$ cat config.mk
export PLATFORM = sky130hd
export DESIGN_NAME = lldma_chan
export DESIGN_NICKNAME = d
export VERILOG_FILES = /design/src/rtl/lldma_pkg.sv /design/src/rtl/lldma_dp.sv /design/src/rtl/lldma_ctrl.sv /design/src/rtl/lldma_chan.sv
export SDC_FILE = /design/constraint.sdc
export NUM_CORES = 1
export LEC_CHECK = 0
export ABC_AREA = 1
export BUFFER_PORTS_ARGS = -buffer_cell sky130_fd_sc_hd__buf_2
export CORE_MARGIN = 5
export CORE_UTILIZATION = 50
export CTS_CLUSTER_SIZE = 20
export DETAILED_ROUTE_END_ITERATION = 16
export PLACE_DENSITY = 0.7
export RECOVER_POWER = 100
export SLEW_MARGIN = 5
export SYNTH_ARGS = -nofsm -noshare
export SYNTH_HDL_FRONTEND = slang
export SYNTH_SLANG_ARGS = --single-unit
$ cat constraint.sdc
create_clock -name clk -period 3.66 [get_ports clk]
set_clock_uncertainty 0.2 [all_clocks]
set_input_delay 0.183 -clock clk [delete_from_list [all_inputs] [get_ports clk]]
set_output_delay 0.183 -clock clk [all_outputs]
set_load 0.01 [all_outputs]
$ cat src/rtl/lldma_pkg.sv
package lldma_pkg;

  localparam int ENTRY_BYTES = 8;

  // kind byte bits [1:0] of a fetched descriptor
  typedef enum logic [1:0] {
    ENT_BUF    = 2'd0,
    ENT_NOTIFY = 2'd1,
    ENT_LINK   = 2'd2,
    ENT_END    = 2'd3
  } entKind_t;

  typedef enum logic {
    ASEL_ENTRY = 1'b0,
    ASEL_BUF   = 1'b1
  } addrSel_t;

  typedef enum logic [2:0] {
    WD_DATA  = 3'd0,
    WD_LENLO = 3'd1,
    WD_LENHI = 3'd2,
    WD_DONE  = 3'd3,
    WD_STAT  = 3'd4
  } wdSel_t;

  localparam logic [1:0] IE_NONE   = 2'd0;
  localparam logic [1:0] IE_NOTIFY = 2'd1;
  localparam logic [1:0] CC_PLAIN  = 2'b10;
  localparam logic [1:0] CC_STAT   = 2'b11;

  localparam logic [2:0] OFS_STAT  = 3'd4;
  localparam logic [2:0] OFS_LENLO = 3'd6;
  localparam logic [2:0] OFS_LENHI = 3'd7;

  // strobes from control to datapath
  typedef struct packed {
    logic     fetchLd;
    logic     linkLd;
    logic     bufLd;
    logic     byteStep;
    logic     devCap;
    logic     outLd;
    logic     larStep;
    logic     irqSet;
    addrSel_t addrSel;
    logic [2:0] entOfs;
    wdSel_t   wdSel;
  } strobe_t;

endpackage

$ cat src/rtl/lldma_dp.sv
module lldma_dp
  import lldma_pkg::*;
#(
  parameter int ADDR_W = 24
) (
  input  logic              clk,
  input  logic              rstN,
  input  strobe_t           st,
  input  logic              active,
  input  logic              regWr,
  input  logic [1:0]        regAddr,
  input  logic [7:0]        regWdata,
  output logic [7:0]        regRdata,
  input  logic [7:0]        memRdata,
  output logic [ADDR_W-1:0] memAddr,
  output logic [7:0]        memWdata,
  input  logic [7:0]        devDin,
  output logic [7:0]        devDout,
  output logic              startReq,
  output entKind_t          entKind,
  output logic              entLenZero,
  output logic              lenZero,
  output logic [1:0]        ie,
  output logic              dir,
  output logic              irq
);
  localparam int LAR_W = ADDR_W - 3;

  logic [LAR_W-1:0]  lar;
  logic [ADDR_W-1:0] bar;
  logic [15:0]       blr;
  logic [7:0]        ent [ENTRY_BYTES];
  logic [7:0]        dataHold;
  logic              pend;
  logic [23:0]       larView;
  logic [23:0]       larWr;
  logic [ADDR_W-1:0] entAddr;
  logic [15:0]       entLen;
  logic              csrWr;
  logic              larWrOk;

  assign larView    = 24'({lar, 3'b100});
  assign entAddr    = ADDR_W'({ent[2], ent[1], ent[0]});
  assign entLen     = {ent[7], ent[6]};
  assign entKind    = entKind_t'(ent[4][1:0]);
  assign entLenZero = (entLen == '0);
  assign lenZero    = (blr == '0);
  assign csrWr      = regWr && (regAddr == 2'd3);
  assign larWrOk    = regWr && (regAddr != 2'd3) && !active;
  assign startReq   = larWrOk && (regAddr == 2'd2);
  assign irq        = pend;

  always_comb begin
    larWr = larView;
    case (regAddr)
      2'd0:    larWr[7:0]   = regWdata;
      2'd1:    larWr[15:8]  = regWdata;
      default: larWr[23:16] = regWdata;
    endcase
  end

  always_ff @(posedge clk) begin
    if (!rstN) begin
      lar      <= '0;
      bar      <= '0;
      blr      <= '0;
      dataHold <= '0;
      devDout  <= '0;
      ie       <= IE_NONE;
      dir      <= 1'b0;
      pend     <= 1'b0;
      for (int i = 0; i < ENTRY_BYTES; i++) ent[i] <= '0;
    end else begin
      if (larWrOk)        lar <= larWr[ADDR_W-1:3];
      else if (st.linkLd) lar <= entAddr[ADDR_W-1:3];
      else if (st.larStep) lar <= lar + 1'b1;

      if (st.fetchLd) ent[st.entOfs] <= memRdata;

      if (st.bufLd) begin
        bar <= entAddr;
        blr <= entLen;
      end else if (st.byteStep) begin
        bar <= bar + 1'b1;
        blr <= blr - 1'b1;
      end

      if (st.devCap) dataHold <= devDin;
      if (st.outLd)  devDout  <= memRdata;

      if (csrWr) {dir, ie} <= regWdata[2:0];

      if (st.irqSet)                 pend <= 1'b1;
      else if (csrWr && regWdata[7]) pend <= 1'b0;
    end
  end

  assign memAddr = (st.addrSel == ASEL_BUF) ? bar : {lar, st.entOfs};

  always_comb begin
    case (st.wdSel)
      WD_LENLO: memWdata = blr[7:0];
      WD_LENHI: memWdata = blr[15:8];
      WD_DONE:  memWdata = {CC_PLAIN, 6'd0};
      WD_STAT:  memWdata = {CC_STAT, devDin[5:0]};
      default:  memWdata = dataHold;
    endcase
  end

  always_comb begin
    case (regAddr)
      2'd0:    regRdata = larView[7:0];
      2'd1:    regRdata = larView[15:8];
      2'd2:    regRdata = larView[23:16];
      default: regRdata = {pend, active, 3'b000, dir, ie};
    endcase
  end

endmodule

$ cat src/rtl/lldma_ctrl.sv
module lldma_ctrl
  import lldma_pkg::*;
(
  input  logic     clk,
  input  logic     rstN,
  input  logic     startReq,
  input  logic     memRdy,
  input  logic     devReq,
  input  logic     devTerm,
  input  entKind_t entKind,
  input  logic     entLenZero,
  input  logic     lenZero,
  input  logic [1:0] ie,
  input  logic     dir,
  output strobe_t  st,
  output logic     memReq,
  output logic     memWe,
  output logic     devAck,
  output logic     devStoreStatus,
  output logic     active
);
  typedef enum logic [3:0] {
    S_IDLE, S_FETCH, S_DEC, S_WAIT, S_MEMX, S_POST, S_WLEN0, S_WLEN1, S_WSTAT
  } state_t;

  state_t     state;
  logic [2:0] ofs;
  logic       termF;
  logic       withStat;
  logic       irqWanted;

  assign irqWanted = withStat ? (ie != IE_NONE)
                              : (ie[1] || (ie == IE_NOTIFY && entKind == ENT_NOTIFY));

  always_comb begin
    st             = '0;
    st.addrSel     = ASEL_ENTRY;
    st.wdSel       = WD_DATA;
    memReq         = 1'b0;
    memWe          = 1'b0;
    devAck         = 1'b0;
    devStoreStatus = 1'b0;
    case (state)
      S_FETCH: begin
        memReq     = 1'b1;
        st.entOfs  = ofs;
        st.fetchLd = memRdy;
      end
      S_DEC: begin
        if (entKind == ENT_LINK)     st.linkLd = 1'b1;
        else if (entKind != ENT_END) st.bufLd  = 1'b1;
      end
      S_WAIT: begin
        if (devReq && !dir) begin
          devAck    = 1'b1;
          st.devCap = 1'b1;
        end
      end
      S_MEMX: begin
        memReq      = 1'b1;
        memWe       = !dir;
        st.addrSel  = ASEL_BUF;
        st.byteStep = memRdy;
        st.outLd    = memRdy && dir;
      end
      S_POST: devAck = dir;
      S_WLEN0: begin
        memReq    = 1'b1;
        memWe     = 1'b1;
        st.entOfs = OFS_LENLO;
        st.wdSel  = WD_LENLO;
      end
      S_WLEN1: begin
        memReq    = 1'b1;
        memWe     = 1'b1;
        st.entOfs = OFS_LENHI;
        st.wdSel  = WD_LENHI;
      end
      S_WSTAT: begin
        memReq         = 1'b1;
        memWe          = 1'b1;
        st.entOfs      = OFS_STAT;
        st.wdSel       = withStat ? WD_STAT : WD_DONE;
        devStoreStatus = withStat;
        st.larStep     = memRdy;
        st.irqSet      = memRdy && irqWanted;
      end
      default: ;
    endcase
  end

  always_ff @(posedge clk) begin
    if (!rstN) begin
      state    <= S_IDLE;
      ofs      <= '0;
      termF    <= 1'b0;
      withStat <= 1'b0;
      active   <= 1'b0;
    end else begin
      case (state)
        S_IDLE: if (startReq) begin
          state  <= S_FETCH;
          ofs    <= '0;
          active <= 1'b1;
        end
        S_FETCH: if (memRdy) begin
          ofs <= ofs + 1'b1;
          if (ofs == 3'd7) state <= S_DEC;
        end
        S_DEC: begin
          termF    <= 1'b0;
          withStat <= 1'b0;
          ofs      <= '0;
          case (entKind)
            ENT_LINK: state <= S_FETCH;
            ENT_END: begin
              state  <= S_IDLE;
              active <= 1'b0;
            end
            default: state <= entLenZero ? S_WSTAT : S_WAIT;
          endcase
        end
        S_WAIT: begin
          if (devReq) begin
            termF <= devTerm;
            state <= S_MEMX;
          end else if (devTerm) begin
            withStat <= 1'b1;
            state    <= S_WLEN0;
          end
        end
        S_MEMX: if (memRdy) state <= S_POST;
        S_POST: begin
          if (termF) begin
            withStat <= 1'b1;
            state    <= S_WLEN0;
          end else if (lenZero) state <= S_WSTAT;
          else                  state <= S_WAIT;
        end
        S_WLEN0: if (memRdy) state <= S_WLEN1;
        S_WLEN1: if (memRdy) state <= S_WSTAT;
        S_WSTAT: if (memRdy) begin
          ofs   <= '0;
          state <= S_FETCH;
        end
        default: state <= S_IDLE;
      endcase
    end
  end

endmodule

$ cat src/rtl/lldma_chan.sv
module lldma_chan
  import lldma_pkg::*;
#(
  parameter int ADDR_W = 24
) (
  input  logic              clk,
  input  logic              rstN,
  input  logic              regWr,
  input  logic [1:0]        regAddr,
  input  logic [7:0]        regWdata,
  output logic [7:0]        regRdata,
  output logic              irq,
  output logic              memReq,
  output logic              memWe,
  output logic [ADDR_W-1:0] memAddr,
  output logic [7:0]        memWdata,
  input  logic [7:0]        memRdata,
  input  logic              memRdy,
  input  logic              devReq,
  input  logic              devTerm,
  input  logic [7:0]        devDin,
  output logic              devAck,
  output logic [7:0]        devDout,
  output logic              devStoreStatus
);
  strobe_t    st;
  logic       active;
  logic       startReq;
  entKind_t   entKind;
  logic       entLenZero;
  logic       lenZero;
  logic [1:0] ie;
  logic       dir;

  lldma_ctrl u_ctrl (
    .clk(clk), .rstN(rstN), .startReq(startReq), .memRdy(memRdy),
    .devReq(devReq), .devTerm(devTerm), .entKind(entKind),
    .entLenZero(entLenZero), .lenZero(lenZero), .ie(ie), .dir(dir),
    .st(st), .memReq(memReq), .memWe(memWe), .devAck(devAck),
    .devStoreStatus(devStoreStatus), .active(active)
  );

  lldma_dp #(.ADDR_W(ADDR_W)) u_dp (
    .clk(clk), .rstN(rstN), .st(st), .active(active), .regWr(regWr),
    .regAddr(regAddr), .regWdata(regWdata), .regRdata(regRdata),
    .memRdata(memRdata), .memAddr(memAddr), .memWdata(memWdata),
    .devDin(devDin), .devDout(devDout), .startReq(startReq),
    .entKind(entKind), .entLenZero(entLenZero), .lenZero(lenZero),
    .ie(ie), .dir(dir), .irq(irq)
  );

endmodule

==> flow_summary.toml <==
[die]
initial_core_util_pct = 50.36
die_x_um = 135.8
die_h_um = 135.8
dieArea_um2 = 18440
rows = 46
io_pins = 85
coreArea_um2 = 15710

[routing]
drtIter0Drc = 1074
first_pass_iters = 5
num_vias = 8559
drc = 0
vias_per_cell = 5.540
finalWirelength_mm = 26.20
wl_per_cell_um = 16.96
final_antenna_net_count = 0

[final_layout]
nets = 1354
regArea_um2 = 3083
post-route-cell-area_um2 = 9392
fin_util_pct = 59.77
areaGrowthSynthToFinish_pct = 18.69
antenna_cells = 0
multi_input_area_um2 = 4080
nFillCells = 1527
drive_above_1_share_pct = 6.697

[worst_setup_path]
timing.rr.start = "u_ctrl.state[2]"
worst-r2r-setup-slack_ns = 0.56
arrival_ns = 3.20
start_kind = "register"
cp_max_fo = 16
endpoint_kind = "register"
reg2regPathDepth = 8
worstPathRequired_ns = 3.76
r2r-end = "u_dp.devDout[0]"
crit_type = "register to register"

[global_route]
grt_usage_pct = 27.98
grt_overflow = 0
grt_max_degree = 47
antenna_found_initial = 0
grt_pass1_wl_mm = 40.59
grt_pass1_vias = 7813

[clock_tree]
clk_path_buf_depth = 2
htreeDepth = 4
cts_buffers = 17
cts_root_buffer = "clkbuf_16"
tritoncts = "done"
insertion_delay_ns = 0.43
clkTransAtPathRegs_ns = 0.06
cts_sinks = 133

[min_path]
hp-class = "input pin to register"
hold_start = "devReq"
min_path_cells = 6
hold_end = "u_ctrl.state[1]"

[placed_design]
place_area_um2 = 8532
dp_hpwl_mm = 18.83
portBuffers = 84
post-place-ws_ns = 1.091
place_congestion = 0.9833

[logic_synthesis]
netlist_area_um2 = 7913
seq_area_frac_synth_pct = 38.96
yosysWarnings = 0
yosys_register_bits = 133
synthTopCellsByArea = "dfxtp_1, edfxtp_1, nand2_1, nor2_1, inv_1"
yosys.area.top_type_share_pct = 23.02
synth_top_area_cell = "dfxtp_1"
syn_area_per_cell_um2 = 6.605
synth_fp_nets = 1236
synth.distinct_cells = 38
synthCells = 1198

[power]
p_leak_uw = 0.003899
ir_worst_vdd_v = 0.0003317
power.density_nw_per_um2 = 460.6

[sta]
max-slew-margin-rel_pct = -57.35
rsz0062_at_grt = "false"
drv_slew = 47
min_period_ns = 3.096
fin_crit_sh_pct = 84.59
fmax_mhz = 323.0
finalHoldViolations = 0
setup_tns_ns = 0
tightest_slew_ns = 2.360
setup_viol = 0
fin_ws_ns = 0.5642

[outcome]
violations = "capacitance limit, slew limit"
status = "finished, violations left"

[run]
maxCapViolations = 1
[power by group]
part           internal [uW]  leakage, uW  switching, uW
sequential              1610      0.00117            102
combinational            274      0.00244            557
clock                   1080     0.000287            702
total                   2960      0.00390           1360
[critical path: stages (launching register included)]
cell and delay, ns:
dfxtp_1 0.36, clkinv_1 0.09, nor2_1 0.32, nand2_1 0.16, nor2_2 0.64, nand2_1 0.39
nand2_1 0.15, a21oi_1 0.07, dlygate4sd3_1 0.58
[worst max-delay path by stage]
| stage | start | to | cells past startpoint |
|---|---|---|---|
| 3_5_place_dp | u_ctrl.state[1] | u_dp.bar[13] | 11 |
| 6_report | u_ctrl.state[2] | u_dp.devDout[0] | 8 |
| 3_3_place_gp | u_ctrl.state[1] | u_dp.blr[14] | 11 |
| 5_1_grt | u_ctrl.state[1] | u_dp.lar[20] | 10 |
| 4_1_cts | u_ctrl.state[2] | u_dp.devDout[0] | 8 |
| 2_1_floorplan | u_ctrl.state[0] | u_dp.ent[0][0] | 10 |
[per-layer routing]
metal	vias to the layer above	part of all wire, %	track usage (%)
met1	3947	45	40.25
met2	416	45	43.89
li1	4143	-	-
met3	53	8.3	4.309
met4	0	2.3	7.671
met5	-	0	0
[state kept, by name, summed over array words and instances, names as in the netlist]
register	cells
u_dp.ent	42
u_dp.bar	24
u_dp.lar	21
u_dp.blr	16
u_dp.dataHold	8
u_dp.devDout	8
u_ctrl.state	4
u_ctrl.ofs	3
u_dp.ie	2
u_ctrl.active	1
u_ctrl.termF	1
u_ctrl.withStat	1
u_dp.dir	1
u_dp.irq	1
[cell families (layout without fill, tap and decap cells)]
kind of cell | count (synthesis) | in the layout | synth area share, %
and+or+nand+nor | 618 | 618 | 32.10
AOI/OAI and AO/OA | 234 | 234 | 16.18
buffers and inverters | 180 | 311 | 8.823
xor gates and xnor gates | 27 | 27 | 2.989
DFF | 133 | 133 | 38.96
adders and majority gates | 6 | 6 | 0.9487
[layout make-up]
cell class	count	area share, %
Multi-Input combinational cell	885	43.45
Sequential cell	133	32.83
Timing Repair Buffer	132	8.527
Inverter	147	5.875
Clock buffer	18	4.570
Tap cell	216	2.878
Clock inverter	14	1.878
[layout by cell type, fill, tap and decap left out, types with 7 or more instances in the layout]
master,count
o221ai_1,7
a31oi_1,8
inv_2,10
inv_1,134
nor2_1,185
clkbuf_1,53
o22ai_1,24
edfxtp_1,42
buf_2,35
dfxtp_1,91
dlygate4sd3_1,38
o21ai_0,76
nand3_1,88
clkbuf_16,17
o21ai_1,9
a21oi_1,96
nand2_1,321
xor2_1,22
[repair_timing]
| item | in CTS | in global routing |
|---|---|---|
| endpoints found under the hold margin | 47 | 0 |
| hold buffers | 38 | 0 |
| gates resized for setup | 0 | 0 |
| buffers inserted | 0 | 0 |
[cells in the mapped netlist, drive strengths merged]
cell type / n
o2111ai: 2
a21oi: 96
a31oi: 8
xnor2: 5
o221ai: 7
o21bai: 1
nand2: 323
nor2: 189
xor2: 22
a211oi: 1
dfxtp: 91
inv: 147
buf: 13
o211ai: 4
or2: 2
o2bb2ai: 1
nand3b: 4
o22ai: 24
nand4: 6
clkbuf: 20
a21boi: 5
o21ai: 85
edfxtp: 42
nor3: 6
nand3: 88
ha: 6
[through the flow]
| stage | total power, uW | hold WS (ns) | std cells |
|---|---|---|---|
| 3_3_place_gp | 2540 | 0.2487 | 1475 |
| 4_1_cts | 4329 | 0.02194 | 1545 |
| 6_report | 4326 | 0.02271 | 1545 |
| 2_1_floorplan | 2286 | 0.1432 | 1198 |
| 5_1_grt | 4511 | 0.07025 | 1545 |
| 3_5_place_dp | 2541 | 0.2533 | 1475 |
(Power assumes the default switching activity.)
